$ cat src/rtl/dcs_pkg.sv
package dcs_pkg;
    typedef enum logic [0:0] {
        GRP_REG = 1'b0,
        GRP_INS = 1'b1
    } dcs_grp_e;
endpackage

$ cat src/rtl/dcs_trig_mux.sv
module dcs_trig_mux #(
    parameter int NSRC = 8,
    parameter int SELW = 3
) (
    input  logic            clk,
    input  logic            rst,
    input  logic [NSRC-1:0] src,
    input  logic [SELW-1:0] sel,
    output logic            fire
);
    logic [NSRC-1:0] prev_d, prev_q;

    always_comb begin
        prev_d = src;
        fire   = src[sel] & ~prev_q[sel];
    end

    always_ff @(posedge clk) begin
        if (rst) prev_q <= '1;
        else     prev_q <= prev_d;
    end
endmodule

$ cat src/rtl/dcs_cfg_check.sv
module dcs_cfg_check #(
    parameter int RANKS = 16,
    parameter int CHW   = 5,
    parameter int STW   = 3,
    parameter int LW    = 4
) (
    input  logic [RANKS*CHW-1:0] ch_a,
    input  logic [RANKS*CHW-1:0] ch_b,
    input  logic [RANKS*STW-1:0] st_a,
    input  logic [RANKS*STW-1:0] st_b,
    input  logic [LW-1:0]        len,
    output logic                 bad
);
    logic [RANKS-1:0] bad_r;

    for (genvar r = 0; r < RANKS; r++) begin : g_rank
        always_comb begin
            bad_r[r] = (r <= int'(len)) &&
                       ((ch_a[r*CHW +: CHW] == ch_b[r*CHW +: CHW]) ||
                        (st_a[r*STW +: STW] != st_b[r*STW +: STW]));
        end
    end

    assign bad = |bad_r;
endmodule

$ cat src/rtl/dual_conv_seq.sv
module dual_conv_seq
    import dcs_pkg::*;
#(
    parameter int SMPW      = 16,
    parameter int REG_RANKS = 16,
    parameter int INS_RANKS = 4,
    parameter int CHW       = 5,
    parameter int STW       = 3,
    parameter int NSRC      = 8,
    parameter int SELW      = 3,
    localparam int RLW      = $clog2(REG_RANKS),
    localparam int ILW      = $clog2(INS_RANKS)
) (
    input  logic                     clk,
    input  logic                     rst,
    input  logic [NSRC-1:0]          reg_trig_src,
    input  logic [NSRC-1:0]          ins_trig_src,
    input  logic [SELW-1:0]          reg_sel,
    input  logic [SELW-1:0]          ins_sel,
    input  logic [RLW-1:0]           reg_len,
    input  logic [ILW-1:0]           ins_len,
    input  logic [REG_RANKS*CHW-1:0] reg_ch_a,
    input  logic [REG_RANKS*CHW-1:0] reg_ch_b,
    input  logic [REG_RANKS*STW-1:0] reg_st_a,
    input  logic [REG_RANKS*STW-1:0] reg_st_b,
    input  logic [INS_RANKS*CHW-1:0] ins_ch_a,
    input  logic [INS_RANKS*CHW-1:0] ins_ch_b,
    input  logic [INS_RANKS*STW-1:0] ins_st_a,
    input  logic [INS_RANKS*STW-1:0] ins_st_b,
    input  logic                     eoc_ie_a,
    input  logic                     eoc_ie_b,
    input  logic                     eoic_ie_a,
    input  logic                     eoic_ie_b,
    input  logic                     clr_eoc,
    input  logic                     clr_eoic,
    input  logic                     clr_ovr,
    output logic                     conv_start_a,
    output logic                     conv_start_b,
    output logic [CHW-1:0]           conv_ch_a,
    output logic [CHW-1:0]           conv_ch_b,
    output logic [STW-1:0]           conv_st_a,
    output logic [STW-1:0]           conv_st_b,
    input  logic                     conv_done_a,
    input  logic                     conv_done_b,
    input  logic [SMPW-1:0]          conv_data_a,
    input  logic [SMPW-1:0]          conv_data_b,
    output logic                     dma_req,
    output logic [2*SMPW-1:0]        dma_word,
    output logic [INS_RANKS*SMPW-1:0] ins_data_a,
    output logic [INS_RANKS*SMPW-1:0] ins_data_b,
    output logic                     eoc_flag,
    output logic                     eoic_flag,
    output logic                     ovr_flag,
    output logic                     eoc_irq,
    output logic                     eoic_irq,
    output logic                     cfg_err
);
    typedef struct packed {
        logic                             reg_act;
        logic                             ins_act;
        logic                             ins_pend;
        logic [RLW-1:0]                   reg_rank;
        logic [ILW-1:0]                   ins_rank;
        logic                             got_a;
        logic                             got_b;
        logic [SMPW-1:0]                  hold_a;
        logic [SMPW-1:0]                  hold_b;
        logic                             start;
        logic                             dma_req;
        logic [2*SMPW-1:0]                dma_word;
        logic [INS_RANKS-1:0][SMPW-1:0]   ins_a;
        logic [INS_RANKS-1:0][SMPW-1:0]   ins_b;
        logic                             eoc;
        logic                             eoic;
        logic                             ovr;
        logic                             cfg_err;
    } seq_st_t;

    seq_st_t s_d, s_q;

    logic      reg_fire, ins_fire;
    logic      reg_bad, ins_bad;
    logic      busy, both_d, last_reg_d, reg_go_d;
    logic      eoc_set_d, eoic_set_d, ovr_set_d;
    logic [SMPW-1:0] smp_a_d, smp_b_d;
    dcs_grp_e  cur_grp;

    dcs_trig_mux #(.NSRC(NSRC), .SELW(SELW)) u_reg_trig (
        .clk(clk), .rst(rst), .src(reg_trig_src), .sel(reg_sel), .fire(reg_fire)
    );

    dcs_trig_mux #(.NSRC(NSRC), .SELW(SELW)) u_ins_trig (
        .clk(clk), .rst(rst), .src(ins_trig_src), .sel(ins_sel), .fire(ins_fire)
    );

    dcs_cfg_check #(.RANKS(REG_RANKS), .CHW(CHW), .STW(STW), .LW(RLW)) u_reg_chk (
        .ch_a(reg_ch_a), .ch_b(reg_ch_b), .st_a(reg_st_a), .st_b(reg_st_b),
        .len(reg_len), .bad(reg_bad)
    );

    dcs_cfg_check #(.RANKS(INS_RANKS), .CHW(CHW), .STW(STW), .LW(ILW)) u_ins_chk (
        .ch_a(ins_ch_a), .ch_b(ins_ch_b), .st_a(ins_st_a), .st_b(ins_st_b),
        .len(ins_len), .bad(ins_bad)
    );

    always_comb begin
        s_d         = s_q;
        s_d.start   = 1'b0;
        s_d.dma_req = 1'b0;
        s_d.cfg_err = reg_bad | ins_bad;
        eoc_set_d   = 1'b0;
        eoic_set_d  = 1'b0;
        ovr_set_d   = 1'b0;
        reg_go_d    = 1'b0;
        last_reg_d  = 1'b0;
        busy        = s_q.reg_act | s_q.ins_act;
        cur_grp     = s_q.ins_act ? GRP_INS : GRP_REG;
        smp_a_d     = s_q.got_a ? s_q.hold_a : conv_data_a;
        smp_b_d     = s_q.got_b ? s_q.hold_b : conv_data_b;
        both_d      = busy && !s_q.start &&
                      (s_q.got_a || conv_done_a) && (s_q.got_b || conv_done_b);

        if (busy && !s_q.start) begin
            if (conv_done_a && !s_q.got_a) begin
                s_d.got_a  = 1'b1;
                s_d.hold_a = conv_data_a;
            end
            if (conv_done_b && !s_q.got_b) begin
                s_d.got_b  = 1'b1;
                s_d.hold_b = conv_data_b;
            end
        end

        if (both_d) begin
            s_d.got_a = 1'b0;
            s_d.got_b = 1'b0;
            if (cur_grp == GRP_INS) begin
                s_d.ins_a[s_q.ins_rank] = smp_a_d;
                s_d.ins_b[s_q.ins_rank] = smp_b_d;
                if (s_q.ins_rank == ins_len) begin
                    s_d.ins_act  = 1'b0;
                    s_d.ins_rank = '0;
                    eoic_set_d   = 1'b1;
                    s_d.start    = s_q.reg_act;
                end else begin
                    s_d.ins_rank = s_q.ins_rank + 1'b1;
                    s_d.start    = 1'b1;
                end
            end else begin
                s_d.dma_req  = 1'b1;
                s_d.dma_word = {smp_b_d, smp_a_d};
                last_reg_d   = (s_q.reg_rank == reg_len);
                if (last_reg_d) begin
                    s_d.reg_act  = 1'b0;
                    s_d.reg_rank = '0;
                    eoc_set_d    = 1'b1;
                end else begin
                    s_d.reg_rank = s_q.reg_rank + 1'b1;
                end
                if (s_q.ins_pend) begin
                    s_d.ins_pend = 1'b0;
                    s_d.ins_act  = 1'b1;
                    s_d.ins_rank = '0;
                    s_d.start    = 1'b1;
                end else begin
                    s_d.start = !last_reg_d;
                end
            end
        end else if (!busy && s_q.ins_pend) begin
            s_d.ins_pend = 1'b0;
            s_d.ins_act  = 1'b1;
            s_d.ins_rank = '0;
            s_d.start    = 1'b1;
        end

        if (reg_fire && !s_q.cfg_err) begin
            if (busy || s_q.ins_pend) begin
                ovr_set_d = 1'b1;
            end else begin
                reg_go_d     = 1'b1;
                s_d.reg_act  = 1'b1;
                s_d.reg_rank = '0;
                s_d.start    = 1'b1;
            end
        end

        if (ins_fire && !s_q.cfg_err) begin
            if (s_q.ins_act || s_q.ins_pend) begin
                ovr_set_d = 1'b1;
            end else if (s_q.reg_act || reg_go_d) begin
                s_d.ins_pend = 1'b1;
            end else begin
                s_d.ins_act  = 1'b1;
                s_d.ins_rank = '0;
                s_d.start    = 1'b1;
            end
        end

        s_d.eoc  = (s_q.eoc  & ~clr_eoc)  | eoc_set_d;
        s_d.eoic = (s_q.eoic & ~clr_eoic) | eoic_set_d;
        s_d.ovr  = (s_q.ovr  & ~clr_ovr)  | ovr_set_d;
    end

    always_ff @(posedge clk) begin
        if (rst) s_q <= '0;
        else     s_q <= s_d;
    end

    always_comb begin
        conv_start_a = s_q.start;
        conv_start_b = s_q.start;
        if (s_q.ins_act) begin
            conv_ch_a = ins_ch_a[int'(s_q.ins_rank)*CHW +: CHW];
            conv_ch_b = ins_ch_b[int'(s_q.ins_rank)*CHW +: CHW];
            conv_st_a = ins_st_a[int'(s_q.ins_rank)*STW +: STW];
            conv_st_b = ins_st_b[int'(s_q.ins_rank)*STW +: STW];
        end else begin
            conv_ch_a = reg_ch_a[int'(s_q.reg_rank)*CHW +: CHW];
            conv_ch_b = reg_ch_b[int'(s_q.reg_rank)*CHW +: CHW];
            conv_st_a = reg_st_a[int'(s_q.reg_rank)*STW +: STW];
            conv_st_b = reg_st_b[int'(s_q.reg_rank)*STW +: STW];
        end
        dma_req    = s_q.dma_req;
        dma_word   = s_q.dma_word;
        ins_data_a = s_q.ins_a;
        ins_data_b = s_q.ins_b;
        eoc_flag   = s_q.eoc;
        eoic_flag  = s_q.eoic;
        ovr_flag   = s_q.ovr;
        eoc_irq    = s_q.eoc  & (eoc_ie_a  | eoc_ie_b);
        eoic_irq   = s_q.eoic & (eoic_ie_a | eoic_ie_b);
        cfg_err    = s_q.cfg_err;
    end

    AST_START_SINGLE: assert property (@(posedge clk) disable iff (rst)
        conv_start_a |=> !conv_start_a);
    AST_DMA_SINGLE: assert property (@(posedge clk) disable iff (rst)
        dma_req |=> !dma_req);
    AST_EOC_WITH_LAST_DMA: assert property (@(posedge clk) disable iff (rst)
        $rose(eoc_flag) |-> dma_req);
    AST_EOIC_NO_DMA: assert property (@(posedge clk) disable iff (rst)
        $rose(eoic_flag) |-> !dma_req);
    AST_OVR_STICKY: assert property (@(posedge clk) disable iff (rst)
        (ovr_flag && !clr_ovr) |=> ovr_flag);
    AST_EOC_STICKY: assert property (@(posedge clk) disable iff (rst)
        (eoc_flag && !clr_eoc) |=> eoc_flag);
    AST_CFG_BLOCKS_START: assert property (@(posedge clk) disable iff (rst)
        (cfg_err && !busy && !s_q.ins_pend) |=> !conv_start_a);
endmodule

$ cat config.mk
export PLATFORM = sky130hd
export DESIGN_NAME = dual_conv_seq
export DESIGN_NICKNAME = d
export VERILOG_FILES = /design/src/rtl/dcs_pkg.sv /design/src/rtl/dcs_trig_mux.sv /design/src/rtl/dcs_cfg_check.sv /design/src/rtl/dual_conv_seq.sv
export SDC_FILE = /design/constraint.sdc
export NUM_CORES = 1
export LEC_CHECK = 0
export BUFFER_PORTS_ARGS = -buffer_cell sky130_fd_sc_hd__buf_2
export CORE_MARGIN = 8
export CORE_UTILIZATION = 29
export DETAILED_ROUTE_END_ITERATION = 6
export PLACE_DENSITY = 0.52
export SLEW_MARGIN = 20
export SYNTH_ARGS = -nofsm -noshare
export SYNTH_HDL_FRONTEND = slang
export SYNTH_SLANG_ARGS = --single-unit
$ cat constraint.sdc
create_clock -name clk -period 2 [get_ports clk]
set_input_delay 0.5 -clock clk [delete_from_list [all_inputs] [get_ports clk]]
set_output_delay 0.5 -clock clk [all_outputs]
set_load 0.02 [all_outputs]
# Word-level counts from Yosys, hierarchy flattened
# Index checks and enable logic that the tools add are counted.
# totals
reg_bits,225
inputBits,391
output_inout_bits,185
wordCells,260
# classes
add_sub_neg,2
multipliers,4
magnitude_cmp,22
eq_ne,42
shifts,8
mux,69
n_bitwise,21
reduce_logical,66
# ops
operator,n
bitwise mux 64 bit,2
equality test 5 bit,20
indexed part select 80 x 32 -> 5 bit,1
indexed part select 80 x 8 -> 5 bit,1
inequality test 3 bit,20
two-way mux 16 bit,3
indexed part select 48 x 32 -> 3 bit,1
indexed part select 48 x 7 -> 3 bit,1
two-way mux 1 bit,36
two-way mux 33 bit,1
demux 16 bit (select 2 bit),1
<= comparator 4 bit (first input constant),8
indexed part select 12 x 32 -> 3 bit,1
indexed part select 20 x 32 -> 5 bit,1
logical AND 1 bit,27
two-way mux 2 bit,13
logical OR 1 bit,25
indexed part select 20 x 6 -> 5 bit,1
<= comparator 3 x 4 -> 1 bit (first input constant),4
two-way mux 4 bit,4
OR reduction 16 bit,1
two-way mux 5 bit,3
binary-select mux 1 bit (select 3 bit),4
indexed part select 12 x 5 -> 3 bit,1
23 further kinds,54

# Logic depth before layout (Yosys ltp)
# Gate-level depths: netlist of the first run.
# logic_depth
ltp_word,10
depth_mapped,9
ltp_nobuf,7

# Cells and area by module
# Synthesis of the first run repeated with hierarchy kept, for this count alone.
# hier_totals
cells_unflattened,1545
hier_area_um2,14447.6
# by_module_without_submodules
module,instances,cells_each,area_each_um2,seq_area_each_um2
dual_conv_seq,1,1234,11876.4,4184.0
dcs_cfg_check at u_reg_chk,1,201,1570.3,0.0
dcs_trig_mux,2,31,314.1,160.2
dcs_cfg_check at u_ins_chk,1,48,372.9,0.0

# Least setup slack after synthesis of the first run
# OpenSTA, ideal clock, no wires.
# synth_path
path_kind,flip-flop to output port
startpoint,register s_q[203] (netlist bit)
endpoint,output port conv_st_a[0]
arrival_ns,1.801
required_ns,1.500
setup_slack_ns,-0.301
stages_incl_launch_ff,9
path_buffers,2
cell_sequence,dfxtp_1 -> buf_2 -> nand2b_1 -> buf_1 -> o221ai_1 -> nand2_1 -> nand2_1 -> o221ai_1 -> o21ai_0
# synth_via
elab_chain_cells,3
# synth_lines
item,line,rtl
"start, declared",dual_conv_seq.sv:79,"seq_st_t s_d, s_q;"
"start signal, assigned",dual_conv_seq.sv:205,if (rst) s_q <= '0;
"start signal, assigned",dual_conv_seq.sv:206,else s_q <= s_d;
multiplier 4 x 2 -> 6 bit,dual_conv_seq.sv:220,conv_st_a = reg_st_a[int'(s_q.reg_rank)*STW +: STW];
indexed part select 48 x 32 -> 3 bit,dual_conv_seq.sv:220,
two-way mux 3 bit,dual_conv_seq.sv:212,if (s_q.ins_act) begin
"end, declared",dual_conv_seq.sv:41,"output logic [STW-1:0] conv_st_a,"
# Every way passes these cells.

# Worst setup path in the final report of the first run
# layout_path
startpoint,register s_q[202] (netlist bit)
endpoint,output port conv_st_a[0]
# Same word-level chain as after synthesis.

==> impl_metrics.tcl, run 1 <==
set metrics [dict create \
    grt_pass1_vias 14400 \
    synth-seq-area-share 0.319 \
    outcome "complete, but fails checks" \
    track_usage 0.233 \
    setup_viol 16 \
    synthArstFlopShare 0 \
    drcViolationCount 0 \
    skew_ns 0.0221 \
    synth-edff-count 0 \
    start_util 0.291 \
    antenna_found_initial 11 \
    gp_congestion 0.950 \
    maxCapViolations 0 \
    grt_pass1_wl_um 99300 \
    power_frac_comb 0.227 \
    num_vias 14100 \
    slew_viol_final 0 \
    io_buffer_count 575 \
    crit_buf_inv 6 \
    dp_hpwl_um 56200 \
    path_common_cell "buf_12" \
    cts.sinks 225 \
    ioPinCount 576 \
    cts_tree "done" \
    crit_fanout 7 \
    drive_gt1_frac 0.515 \
    cp_cell_sequence "buf_12, buf_12, buf_12, mux2i_2, o221ai_2, buf_4, buf_4, o221ai_2, o21ai_2, buf_6" \
    area_delta_synth_final_pct 44.7 \
    dieArea_mm2 0.0561 \
    synthCells 1516 \
    pwr-share-seq 0.396 \
    p_int_mw 8.30 \
    ys_ff_latch 225 \
    yosysWarnings 0 \
    hold_viol 0 \
    fin_ws_ns -0.964 \
    power.share.switching 0.284 \
    clkTransAtPathRegs_ns 0.06 \
    dr.pass1.iters 5 \
    die_w_um 237 \
    hold_path_class "in -> reg" \
    cts_buffers 25 \
    cp_slowest_cell "dfxtp_4" \
    synth_flop_cell "dfxtp_1" \
    grt_max_degree 53 \
    antenna_left 0 \
    initialDrtViolationCount 870 \
    dp_worst_setup_slack_ns -0.640 \
    cts-root-buf "clkbuf_16" \
    cp_data_required_time_ns 1.50 \
    critPathArrivalTime_ns 2.46 \
    fmax_mhz 337 \
    leakagePower_nw 8.33 \
    rsz0062_at_grt "yes" \
    synth.avg_cell_area_um2 9.32 \
    routed_via_density 4.99 \
    tns_ns -14.64 \
    synth.net_count 1912 \
    power_density_mw_per_mm2 567 \
    p_sw_mw 3.30 \
    totalWireLength_um 68500 \
    yosysUniqueCellTypes 50 \
    clkPwrFrac 0.377 \
    slowest_delay_ns 0.38 \
    rows 81 \
    cp_top_family "buffers and inverters" \
    worst_pin_slew_ns 0.830 \
    cts_buffer_depth 3 \
    min_period_ns 2.96 \
    worstSetupEndpointType "output pin" \
    placed_cells 2743 \
    die_h_um 237 \
    wl_per_cell_um 24.3 \
    slew_headroom 0.442 \
    violations "setup timing" \
    clk_latency_ns 0.54 \
    globalRouteOverflowTotal 0 \
    syn-cell-area_mm2 0.0141 \
    finalNonFillerCells 2818 \
    finish.net_count 2567 \
    peakVddDrop_mv 0.538 \
    htreeDepth 1 \
    postCtsHoldBufs 0 \
    path_class "reg -> out" \
    coreArea_mm2 0.0485 \
    critPathLaunchType "flip-flop" \
    period_share 1.48 \
]
==> sequential cells by signal (all words and copies together), names as in the netlist, 8 cells and up <==
signal	count
dma_word	32
s_q	43
u_ins_trig.prev_q	8
u_reg_trig.prev_q	8
ins_data_b	64
ins_data_a	64
==> cells by family after synthesis <==
kind of cell	Yosys count	share of synthesized area
flops	225	0.319
mux	178	0.170
compound gates	291	0.163
simple gates	369	0.112
xor+xnor	169	0.105
fa+ha+maj	5	0.00443
buf+inv	279	0.127
==> Yosys cell counts (20+ instances only) <==
library cell	instances	area, um^2
xor2_1	78	683
clkbuf_1	47	176
nand3_1	20	100
nand2_1	74	278
nor3_1	23	115
o21ai_0	27	135
buf_2	31	155
xnor2_1	91	797
buf_4	171	1280
nor2_1	208	781
dfxtp_1	225	4500
mux2i_1	128	1280
a211oi_1	134	1010
a211oi_2	28	350
mux4_2	50	1130
o221ai_1	48	420
==> per-stage QoR <==
step	hold WS, ns	cell area [um^2]	power (mW)	utilization
floorplan	0.460	14300	5.75	-
global placement	0.472	18700	7.10	0.385
detailed placement	0.485	18700	7.11	0.385
CTS	0.137	20300	11.7	0.419
global route	0.150	20400	12.1	0.421
finish	0.157	20500	11.6	0.421
==> worst paths after layout <==
kind | from | end | slack, ns | cells past startpoint
setup / recovery | s_q[202] | conv_st_a[0] | -0.96 | 10
setup reg to reg | s_q[202] | conv_start_a | 0.09 | 10
hold / removal | ins_trig_src[5] | u_ins_trig.prev_q[5] | 0.16 | 2
hold reg to reg | s_q[167] | s_q[167] | 0.49 | 2
==> cells in the final DEF (no fill, tap or decap), drive strengths merged, types with 24 or more instances in the layout <==
cell type,count
nor3,24
nor2,211
a211oi,162
mux2i,128
buf,893
nand2,74
mux4,50
xor2,78
clkbuf,38
o221ai,48
dfxtp,225
o21ai,27
xnor2,91
==> worst register-to-register path: stages (launching register included) <==
cell and delay (ns):
dfxtp_4 0.37, buf_12 0.15, buf_12 0.14, buf_12 0.15, buf_8 0.13, xnor2_2 0.14, nand4_1 0.16, buf_6 0.18
o21a_1 0.16, o21ai_1 0.12, a31oi_1 0.09
==> layer usage <==
layer	part of all wire	track usage
met1	0.44	0.299
met2	0.49	0.403
met3	0.058	0.0481
met4	0.016	0.0414
met5	0.00039	0
==> timing repair <==
action / 4_1_cts / 5_1_grt
pin swaps: 27 / 22
cloned: 5 / 0
resized for setup: 114 / 38
buffers inserted: 25 / 5
endpoints found under the setup margin: 17 / 24
==> layout make-up <==
| type | count | area (um^2) |
|---|---|---|
| multi-input cells | 1013 | 8470 |
| clock buffers | 38 | 714 |
| clock inverters | 6 | 52.6 |
| fillers | 4937 | 28100 |
| inverters | 13 | 50.0 |
| flip-flops and latches | 225 | 4510 |
| diodes | 8 | 20.0 |
| repair buffers | 893 | 5850 |
| well taps | 622 | 778 |
==> power groups by stage <==
stage          Clock [mW]  Combinational, mW  Sequential [mW]
2_1_floorplan           0               1.07             4.68
3_3_place_gp            0               2.42             4.69
3_5_place_dp            0               2.42             4.69
4_1_cts              4.49               2.61             4.59
5_1_grt              4.71               2.79             4.60
6_report             4.38               2.63             4.59
Note: power is estimated with default switching activity, not from simulation.
==> run 2, diff against run 1 <==
- ABC_AREA: not set -> 1
- GPL_TIMING_DRIVEN: not set -> 1
- PLACE_DENSITY: 0.52 -> 0.51
==> impl_metrics.tcl, run 2 <==
set metrics [dict create \
    outcome "complete, but fails checks" \
    violations "setup timing" \
    slew_viol_final 0 \
    area_delta_synth_final_pct 38.8 \
    critPathLaunchType "flip-flop" \
    path_class "reg -> out" \
    synth_flop_cell "dfxtp_1" \
    synth_common_cells "nor2_1, nand2_1, o21ai_0, dfxtp_1, buf_4" \
    ioPinCount 576 \
    synth.avg_cell_area_um2 6.41 \
    hold_ws_ns 0.196 \
    cts_buffers 22 \
    postCtsHoldBufs 0 \
    mostFrequentLayoutCells "buf_2, nor2_1, nand2_1, o21ai_0, dfxtp_1" \
    finish.net_count 3340 \
    synth-edff-count 0 \
    power_density_mw_per_mm2 613 \
    fin_ws_ns -0.819 \
    clk_latency_ns 0.54 \
    globalRouteOverflowTotal 0 \
    synth.top_cell.area_share 0.297 \
    drcViolationCount 0 \
    worst_pin_slew_ns 0.840 \
    skew_ns 0.0416 \
    grt_pass1_wl_um 112000 \
    fmax_mhz 355 \
    num_vias 17500 \
    setup_viol 16 \
    clkTransAtPathRegs_ns 0.08 \
    antenna_left 0 \
    critPathArrivalTime_ns 2.32 \
    hold_viol 0 \
    dp_worst_setup_slack_ns -0.507 \
    cts.sinks 225 \
    io_buffer_count 575 \
    antenna_found_initial 25 \
    fillCellCount 5662 \
    cts_tree "done" \
    cp_data_required_time_ns 1.50 \
    yosysWarnings 0 \
    grt_max_degree 52 \
    slew_headroom 0.434 \
    leakagePower_nw 10.4 \
    synth_top_area_cell "dfxtp_1" \
    wl_per_cell_um 21.2 \
    period_share 1.41 \
    rsz0062_at_grt "yes" \
    maxCapViolations 0 \
    track_usage 0.244 \
    worstSetupEndpointType "output pin" \
    initialDrtViolationCount 1077 \
    dp_hpwl_um 64800 \
    cts_buffer_depth 3 \
    hold_path_class "in -> reg" \
    die_h_um 245 \
    crit_fanout 19 \
    peakVddDrop_mv 0.504 \
    start_util 0.291 \
    die_w_um 245 \
    synth.net_count 2763 \
    yosysUniqueCellTypes 40 \
    htreeDepth 1 \
    final_common_cell "buf_2" \
    routed_via_density 4.78 \
    synth-seq-area-share 0.297 \
    synthTopCellsByArea "dfxtp_1, nor2_1, o21ai_0" \
    dr.pass1.iters 5 \
    synthCells 2367 \
    min_period_ns 2.82 \
    ys_ff_latch 225 \
    drive_gt1_frac 0.338 \
    cts-root-buf "clkbuf_16" \
    synthArstFlopShare 0 \
    rows 84 \
    dieArea_mm2 0.0599 \
    coreArea_mm2 0.0521 \
    grt_pass1_vias 17500 \
    totalWireLength_um 77600 \
    synth_most_common_cell "nor2_1" \
    gp_congestion 0.980 \
    syn-cell-area_mm2 0.0152 \
]
-- run 2: cells by family (layout without fill, tap and decap cells) --
kind of cell | count (synthesis) | count (layout) | share of synthesized area
buffers and inverters | 452 | 1045 | 0.167
multiplexers | 11 | 11 | 0.00726
XOR/XNOR | 118 | 118 | 0.0681
other | 0 | 17 | 0
AND/OR/NAND/NOR | 976 | 976 | 0.255
adder cells (fa/ha/maj) | 5 | 5 | 0.00412
flip-flops | 225 | 225 | 0.297
AO/OA/AOI/OAI | 580 | 580 | 0.202
-- run 2: critical path, cell delays in order (launching register included) --
cell	delay [ns]
dfxtp_4	0.42
inv_8	0.11
buf_12	0.17
nor2_2	0.05
o22ai_2	0.29
buf_4	0.18
a21oi_2	0.07
o31ai_4	0.31
buf_6	0.17
-- run 2: what timing repair did --
item / in CTS / in global routing
gates resized for setup: 153 / 67
pin swaps: 38 / 25
setup endpoints to repair: 16 / 32
gates cloned: 5 / 3
buffers inserted: 10 / 4
-- run 2: power by group --
part / leakage [nW] / total (mW) / internal, mW / switching, mW
Combinational: 8.15 / 3.50 / 1.45 / 2.06
Sequential: 1.83 / 4.74 / 4.64 / 0.0977
Clock: 0.399 / 4.67 / 2.82 / 1.84
Total: 10.4 / 12.9 / 8.91 / 4.00
-- run 2: final timing paths --
path	from	end	slack [ns]	cells past startpoint
worst max-delay path	s_q[202]	conv_st_b[0]	-0.82	8
worst min-delay path	ins_trig_src[0]	u_ins_trig.prev_q[0]	0.20	2
worst max register to register	s_q[198]	s_q[172]	0.16	6
worst min register to register	s_q[190]	s_q[190]	0.44	2
-- run 2: routing by layer --
| metal | GRT usage | share of wire | up-vias |
|---|---|---|---|
| met5 | 0 | 0.00091 | - |
| met4 | 0.112 | 0.049 | 12 |
| met3 | 0.0480 | 0.067 | 147 |
| met2 | 0.429 | 0.48 | 690 |
| met1 | 0.284 | 0.40 | 8050 |
| li1 | - | - | 8621 |
-- run 2: cell type report --
cell class                      instances  area (um^2)  area share
Clock inverter                          9          163     0.00773
Multi-Input combinational cell       1690         8590       0.408
Tap cell                              688          861      0.0409
Timing Repair inverter                  1         7.51    0.000357
Timing Repair Buffer                  841         5570       0.264
Clock buffer                           31          656      0.0311
Antenna cell                           17         42.5     0.00202
Inverter                              163          649      0.0309
Sequential cell                       225         4510       0.214
-- run 2: through the flow --
step | TNS, ns | power, mW | utilization | instances | cell area [um^2]
after CTS | -12.07 | 13.0 | 0.398 | 3641 | 20800
after global routing | -13.12 | 13.5 | 0.403 | 3659 | 21000
after detailed placement | -5.62 | 8.08 | 0.370 | 3588 | 19300
after floorplan | 0 | 6.42 | - | 2367 | 15300
after global placement | -5.44 | 8.07 | 0.370 | 3588 | 19300
final | -11.68 | 12.9 | 0.404 | 3665 | 21000
